File: config.mk
export PLATFORM = sky130hd
export DESIGN_NAME = uart_frame_ctl
export DESIGN_NICKNAME = d
export VERILOG_FILES = /design/src/rtl/uart_frame_ctl.sv
export SDC_FILE = /design/constraint.sdc
export NUM_CORES = 1
export LEC_CHECK = 0
export BUFFER_PORTS_ARGS = -buffer_cell sky130_fd_sc_hd__buf_2
export CORE_MARGIN = 10
export CORE_UTILIZATION = 55
export CTS_BUF_LIST = sky130_fd_sc_hd__clkbuf_8 sky130_fd_sc_hd__clkbuf_16
export CTS_CLUSTER_SIZE = 14
export DETAILED_ROUTE_END_ITERATION = 6
export GPL_TIMING_DRIVEN = 0
export PLACE_DENSITY_LB_ADDON = 0.1
export SYNTH_ARGS = -nofsm -noshare
export SYNTH_HDL_FRONTEND = slang
export SYNTH_SLANG_ARGS = --single-unit
File: constraint.sdc
create_clock -name clk -period 1.9 [get_ports clk]
set_input_delay 0.285 -clock clk [delete_from_list [all_inputs] [get_ports clk]]
set_output_delay 0.285 -clock clk [all_outputs]
set_load 0.02 [all_outputs]
File: src/rtl/uart_frame_ctl.sv
module uart_frame_ctl #(
  parameter int OVS  = 16,
  parameter int SYNC = 2
) (
  input  logic       clk,
  input  logic       rst_n,
  input  logic       baud_tick,
  input  logic [1:0] reg_sel,
  input  logic       reg_rd,
  input  logic       reg_wr,
  input  logic [7:0] reg_wdata,
  output logic [7:0] reg_rdata,
  input  logic       rxd,
  output logic       txd,
  output logic       irq
);
  localparam int CW  = $clog2(OVS);
  localparam int IDW = $clog2(11 * OVS + 1);
  localparam logic [CW-1:0] CNT_TOP = CW'(OVS - 1);
  localparam logic [CW-1:0] SMP_A   = CW'(OVS / 2 - 1);
  localparam logic [CW-1:0] SMP_B   = CW'(OVS / 2);
  localparam logic [CW-1:0] SMP_C   = CW'(OVS / 2 + 1);
  localparam logic [1:0] SEL_FMT = 2'd0, SEL_CTL = 2'd1, SEL_STAT = 2'd2, SEL_DATA = 2'd3;

  logic fmt_m, fmt_pe, fmt_pt;
  logic en_tie, en_tcie, en_rie, en_tx, en_rx, en_brk;

  wire wr_fmt  = reg_wr && (reg_sel == SEL_FMT);
  wire wr_ctl  = reg_wr && (reg_sel == SEL_CTL);
  wire wr_data = reg_wr && (reg_sel == SEL_DATA);
  wire rd_stat = reg_rd && (reg_sel == SEL_STAT);
  wire rd_data = reg_rd && (reg_sel == SEL_DATA);

  wire [3:0] frame_len = fmt_m ? 4'd11 : 4'd10;
  wire [3:0] stop_idx  = fmt_m ? 4'd10 : 4'd9;
  wire [IDW-1:0] idle_limit = fmt_m ? IDW'(11 * OVS - 1) : IDW'(10 * OVS - 1);

  always_ff @(posedge clk or negedge rst_n) begin
    if (!rst_n) begin
      {fmt_m, fmt_pe, fmt_pt} <= '0;
      {en_tie, en_tcie, en_rie, en_tx, en_rx, en_brk} <= '0;
    end else begin
      if (wr_fmt) {fmt_m, fmt_pe, fmt_pt} <= {reg_wdata[4], reg_wdata[1], reg_wdata[0]};
      if (wr_ctl) {en_tie, en_tcie, en_rie, en_tx, en_rx, en_brk} <=
          {reg_wdata[7], reg_wdata[6], reg_wdata[5], reg_wdata[3], reg_wdata[2], reg_wdata[0]};
    end
  end

  function automatic logic [10:0] tx_frame(input logic [7:0] d, input logic m, input logic pe,
                                           input logic pt);
    logic [10:0] f;
    f = 11'h7FE;
    if (m) begin
      f[8:1] = d;
      f[9]   = pe ? (^d ^ pt) : 1'b1;
    end else if (pe) begin
      f[7:1] = d[6:0];
      f[8]   = ^d[6:0] ^ pt;
    end else begin
      f[8:1] = d;
    end
    return f;
  endfunction

  // transmit path
  logic [7:0]    tdr;
  logic          tdre, tx_busy, tx_brk;
  logic [10:0]   tx_sh;
  logic [3:0]    tx_left;
  logic [CW-1:0] tx_cnt;

  wire tx_go_brk = en_tx && en_brk && !tx_busy;
  wire tx_go_dat = en_tx && !en_brk && !tdre && !tx_busy;
  wire tc        = tdre && !tx_busy;

  always_ff @(posedge clk or negedge rst_n) begin
    if (!rst_n) begin
      tdr <= '0; tdre <= 1'b1; tx_busy <= 1'b0; tx_brk <= 1'b0;
      tx_sh <= '1; tx_left <= '0; tx_cnt <= '0;
    end else begin
      if (tx_go_brk) begin
        tx_busy <= 1'b1; tx_brk <= 1'b1; tx_sh <= '0; tx_left <= frame_len; tx_cnt <= '0;
      end else if (tx_go_dat) begin
        tx_busy <= 1'b1; tx_brk <= 1'b0; tx_sh <= tx_frame(tdr, fmt_m, fmt_pe, fmt_pt);
        tx_left <= frame_len; tx_cnt <= '0; tdre <= 1'b1;
      end else if (tx_busy && baud_tick) begin
        if (tx_cnt == CNT_TOP) begin
          tx_cnt <= '0;
          if (tx_left == 4'd1) begin
            tx_busy <= 1'b0; tx_brk <= 1'b0;
          end else begin
            tx_sh <= {1'b1, tx_sh[10:1]}; tx_left <= tx_left - 4'd1;
          end
        end else begin
          tx_cnt <= tx_cnt + 1'b1;
        end
      end
      if (wr_data) begin
        tdr <= reg_wdata; tdre <= 1'b0;
      end
    end
  end

  assign txd = tx_busy ? tx_sh[0] : !(en_tx && en_brk);

  // receive path
  logic [SYNC-1:0] rx_sync;
  logic            rx_busy, rx_nf_acc;
  logic [CW-1:0]   rx_cnt;
  logic [3:0]      rx_bit;
  logic [1:0]      rx_smp;
  logic [8:0]      rx_sh;

  wire rx_s     = rx_sync[SYNC-1];
  wire rx_maj   = (rx_smp[0] & rx_smp[1]) | (rx_smp[0] & rx_s) | (rx_smp[1] & rx_s);
  wire rx_split = !((rx_smp[0] == rx_smp[1]) && (rx_smp[1] == rx_s));
  wire rx_eval  = en_rx && rx_busy && baud_tick && (rx_cnt == SMP_C);
  wire rx_done  = rx_eval && (rx_bit == stop_idx);

  wire [7:0] rx_byte = (!fmt_m && fmt_pe) ? {1'b0, rx_sh[6:0]} : rx_sh[7:0];
  wire rx_par_bad = fmt_pe && (fmt_m ? ((^rx_sh[8:0]) != fmt_pt) : ((^rx_sh[7:0]) != fmt_pt));

  always_ff @(posedge clk or negedge rst_n) begin
    if (!rst_n) begin
      rx_sync <= '1; rx_busy <= 1'b0; rx_nf_acc <= 1'b0; rx_cnt <= '0;
      rx_bit <= '0; rx_smp <= '1; rx_sh <= '0;
    end else begin
      rx_sync <= {rx_sync[SYNC-2:0], rxd};
      if (!en_rx) begin
        rx_busy <= 1'b0;
      end else if (!rx_busy) begin
        if (baud_tick && !rx_s) begin
          rx_busy <= 1'b1; rx_cnt <= CW'(1); rx_bit <= '0; rx_nf_acc <= 1'b0;
        end
      end else if (baud_tick) begin
        rx_cnt <= (rx_cnt == CNT_TOP) ? '0 : rx_cnt + 1'b1;
        if (rx_cnt == SMP_A) rx_smp[0] <= rx_s;
        if (rx_cnt == SMP_B) rx_smp[1] <= rx_s;
        if (rx_cnt == SMP_C) begin
          rx_nf_acc <= rx_nf_acc | rx_split;
          rx_bit    <= rx_bit + 4'd1;
          if ((rx_bit == 4'd0 && rx_maj) || rx_bit == stop_idx) rx_busy <= 1'b0;
          else if (rx_bit != 4'd0) rx_sh[rx_bit - 4'd1] <= rx_maj;
        end
      end
    end
  end

  // status flags
  logic [7:0]     rdr;
  logic           rdrf, ovr, nf, fe, pf, idle_flag, rd_arm, idle_arm;
  logic [IDW-1:0] idle_cnt;

  wire idle_quiet = en_rx && !rx_busy && rx_s;
  wire idle_fire  = idle_quiet && baud_tick && idle_arm && (idle_cnt == idle_limit);

  always_ff @(posedge clk or negedge rst_n) begin
    if (!rst_n) begin
      rdr <= '0; {rdrf, ovr, nf, fe, pf, idle_flag, rd_arm, idle_arm} <= '0; idle_cnt <= '0;
    end else begin
      if (reg_rd || reg_wr) rd_arm <= rd_stat;
      if (rd_data) begin
        rdrf <= 1'b0;
        if (rd_arm) {ovr, nf, fe, pf, idle_flag} <= '0;
      end
      if (!idle_quiet) idle_cnt <= '0;
      else if (baud_tick && idle_arm) idle_cnt <= idle_fire ? '0 : idle_cnt + 1'b1;
      if (idle_fire) begin
        idle_flag <= 1'b1; idle_arm <= 1'b0;
      end
      if (rx_done) begin
        idle_arm <= 1'b1;
        if (rdrf) begin
          ovr <= 1'b1;
        end else begin
          rdr <= rx_byte; rdrf <= 1'b1;
          if (rx_nf_acc || rx_split) nf <= 1'b1;
          if (!rx_maj) fe <= 1'b1;
          if (rx_par_bad) pf <= 1'b1;
        end
      end
    end
  end

  wire [7:0] status = {tdre, tc, rdrf, idle_flag, ovr, nf, fe, pf};

  always_comb begin
    case (reg_sel)
      SEL_FMT:  reg_rdata = {3'b000, fmt_m, 2'b00, fmt_pe, fmt_pt};
      SEL_CTL:  reg_rdata = {en_tie, en_tcie, en_rie, 1'b0, en_tx, en_rx, 1'b0, en_brk};
      SEL_STAT: reg_rdata = status;
      default:  reg_rdata = rdr;
    endcase
  end

  assign irq = (tdre && en_tie) || (tc && en_tcie) || (rdrf && en_rie);
endmodule

==> out/results.txt <==
The run finished with clean final reports. The endpoint of the worst hold path is rx_sync[0]. The total iterations of the first detailed-routing run was 4; the clock transition time at the flip-flop clock pins of the worst setup and hold paths was 0.09 ns. The tools report the number of global-route vias before repair as 3202. The cell count along the critical path was 7; the final layout net count was 489.

Counting along the longest clock path gives a buffer depth of 2. Pin count of the biggest net entering global routing: 66. After detailed routing, the average wire length per cell comes to 17.2 µm.

By startpoint and endpoint, the worst setup path is classified as flop to flop. Tracing the worst setup path back leads to its startpoint at fmt_m. Power spread over the standard cell area amounts to 821 nW/µm². The logs give 2.29 nW for the static leakage and 9710 µm for the total wire length after detailed routing.

The tools report the filler cell count as 625. The final antenna diode count is 0. Across the VDD grid, the largest voltage drop is 0.414 mV.

After synthesis the netlist holds a flip-flop and latch count of 85. Cell with the most instances after synthesis: sky130_fd_sc_hd__dfrtp_1. The mean instance size in the synthesized netlist is 10.8 µm², and the number of non-filler instances in the completed layout is 565. Across all setup checks in the final design, the least slack found is 0.00893 ns. At the later pin of the worst-skew pair, clock insertion delay measures 0.37 ns. Netlist area before placement: 4430 µm². The cell row count is 32. The tools report the endpoint arrival time on the critical path as 2.15 ns. The worst register-to-register path begins at fmt_m.

Setup violations remaining at the end of the flow were counted as 0. The worst hold path begins at rxd. The cell at the root of the clock tree was sky130_fd_sc_hd__clkbuf_8. Setup repair after global routing could not meet its margin everywhere. At the pin with the least slew margin, the transition time is 0.739 ns. Yosys printed 0 warnings.

The tool flagged a number of max-cap violations equal to 0. The post-route core utilization came out at 65.9%. The run gives 50.4% as the max-slew headroom at the worst pin. The post-synthesis to final-layout area growth is 15.6%, and the initial antenna violation count is 0. Delay of the slowest cell on the worst path: 0.40 ns. The number of buffers and inverters on the critical path is 2.

Yosys attributes the largest share of cell area to sky130_fd_sc_hd__dfrtp_1 (39%), sky130_fd_sc_hd__mux2_2 (10%), sky130_fd_sc_hd__dfstp_2 (9.5%). At the end of routability-driven placement, the weighted congestion stood at 0.777. On the critical path the largest part of the delay comes from simple AND/OR/NAND/NOR gates.

After layout, the worst path uses 99.5% of the clock period. In the global route stage, overall resource usage came out at 16.7%. On the final layout, the worst clock skew is 0.0156 ns.

The tools report the reg-to-reg critical path endpoint as idle_cnt[5]. The cell count after placement is 535, and the routed via count divided by cell count is 5.66. The tools report the worst-case hold slack as 0.0199 ns. STA classifies the critical path startpoint as a flop.

The share of synthesized area in the top cell type comes to 39.0%. The worst min-delay path category is input port to flop. For the number of clock buffers inserted by TritonCTS, the log shows 9.

TritonCTS built the clock tree. By count the netlist is led by sky130_fd_sc_hd__dfrtp_1 (69), sky130_fd_sc_hd__nand2_1 (49), sky130_fd_sc_hd__mux2_2 (40). For the worst setup path, the data required time is 2.16 ns. The worst path in the final design needs a cycle of 1.89 ns, including I/O delays and setup. The sum of overflow across all layers after global routing is 0.

The instance count along the most critical hold path was 1; the violation count after the first detailed-routing iteration was 129. For the core footprint, the log shows 7770 µm². The number of cells on the worst reg-to-reg path is 7. Before CTS, the worst setup slack after placement is -0.361 ns. The number of synthesized flops with an enable pin works out to 0. Number of slew-limit violations in the final report: 0. Once detail routing completed, the nets flagged for antenna violations numbered 0. For this design, the sink count on the clock tree is 85. The library cell contributing the largest single delay on the critical path is sky130_fd_sc_hd__or3b_4. The wire-length estimate of the detail-placed layout is 6840 µm. For the net count after synthesis, the log shows 439. The overall die area is 12000 µm². Maximum achievable frequency: 529 MHz. The initial standard-cell utilization of the core is 57.0%.

In this run the count of I/O pins placed on the die edge is 26. Counting every instance in the synthesized netlist gives 408. The flip-flop cell with the highest count after synthesis was sky130_fd_sc_hd__dfrtp_1. The die is 110 µm tall. In the synthesized netlist the async set-or-reset flop fraction comes to 100%.

The signal on the critical path passes through buf_6 -> or3b_4 -> a2111oi_4 -> or2_1 -> buf_6 -> o21bai_2 -> a21o_1. The tools report the part of the Yosys area used for sequential elements as 48.5%. The number of distinct standard cells referenced by the synthesized netlist came out at 59. The synthesized design spends more area on one cell type than any other, namely sky130_fd_sc_hd__dfrtp_1. Across all layers, the routed design uses 3200 vias. In this run the worst path has a maximum fanout of 10.

The depth of the CTS H-tree came out at 3. The worst register-to-register path has a setup slack of 0.009 ns. For the final number of hold-violating endpoints, the log shows 0.

The worst setup path is captured at a flop. The floorplan step set the die width to 110 µm. By instance count, the cell type seen most on the critical path is sky130_fd_sc_hd__buf_6.

For this run, design rule violations remaining after detail routing come to 0. The count of buffers added on input and output ports is 24. The first global-routing pass estimated 16000 µm of wire. The post-route netlist has 32.8% of its cells at a drive strength greater than 1.
[cell usage in the layout (no fill, tap or decap), drive strengths merged, types with 7 or more instances in the layout]
master,n
ha,15
clkbuf,16
inv,23
dfrtp,69
mux2,40
o31ai,9
dfstp,16
buf,47
o21ai,22
and3,7
a22o,12
nor2,17
nand2,49
a21oi,10
nand3,15
xnor2,17
[cell families (layout without fill, tap and decap cells)]
| logic type | Yosys count | after routing | synth area share [%] |
|---|---|---|---|
| and+or+nand+nor | 126 | 126 | 14.4 |
| DFF | 85 | 85 | 48.5 |
| AOI/OAI and AO/OA | 80 | 80 | 13.0 |
| muxes | 45 | 45 | 11.6 |
| buffers and inverters | 33 | 88 | 3.25 |
| xor gates and xnor gates | 24 | 24 | 5.06 |
| adders and majority gates | 15 | 15 | 4.24 |
[cell type report]
type	instances	area, µm²	area share [%]
Buffer	13	77.6	1.52
Clock buffer	9	124	2.42
Clock inverter	7	47.5	0.929
Inverter	17	66.3	1.30
Multi-Input combinational cell	290	2250	43.9
Sequential cell	85	2150	42.0
Tap cell	102	128	2.49
Timing Repair Buffer	42	278	5.43
[worst max-delay path by stage]
stage	endpoint	slack, ns
6_report	idle_cnt[5]	0.009
5_1_grt	idle_cnt[5]	-0.07
4_1_cts	rx_sh[0]	0.004
3_5_place_dp	rdr[5]	-0.36
3_3_place_gp	rx_bit[0]	-0.33
2_1_floorplan	rx_sh[0]	0.02
[repair_timing]
action                                  CTS  global route
cloned                                    0             1
endpoints found under the setup margin   31            33
hold buffers                              1             0
pin swaps                                 4             6
endpoints found under the hold margin    16             0
gates resized for setup                  20            18
buffers inserted                          6             9
[report_power, final]
part | internal (mW) | leakage [nW] | switching (mW)
clock | 0.482 | 0.0926 | 0.695
combinational | 0.415 | 1.14 | 0.402
sequential | 2.02 | 1.05 | 0.187
total | 2.92 | 2.29 | 1.28
[flip-flops by register name (all words and copies together), names as in the netlist, 2 cells and up]
name,cells
rdr,8
rx_cnt,4
tx_cnt,4
rx_sync,2
rx_smp,2
tx_sh,11
idle_cnt,8
tx_left,4
rx_bit,4
rx_sh,9
tdr,8
[metrics by stage]
step / setup TNS [ns] / instance area [µm²] / power [mW]
5_1_grt: -0.0934 / 5120 / 4.43
4_1_cts: 0 / 4990 / 4.21
3_3_place_gp: -17.01 / 4680 / 2.99
2_1_floorplan: 0 / 4430 / 2.79
6_report: 0 / 5120 / 4.20
3_5_place_dp: -6.23 / 4710 / 3.04
[layer usage]
| metal | routed length, µm | GRT usage, % | part of all wire [%] |
|---|---|---|---|
| met1 | 4700 | 23.5 | 48 |
| met2 | 4480 | 25.8 | 46 |
| met3 | 400 | 3.28 | 4.1 |
| met4 | 124 | 4.74 | 1.3 |
| met5 | 0 | 0 | 0 |
No activity file was read; power rests on OpenSTA's default activity.
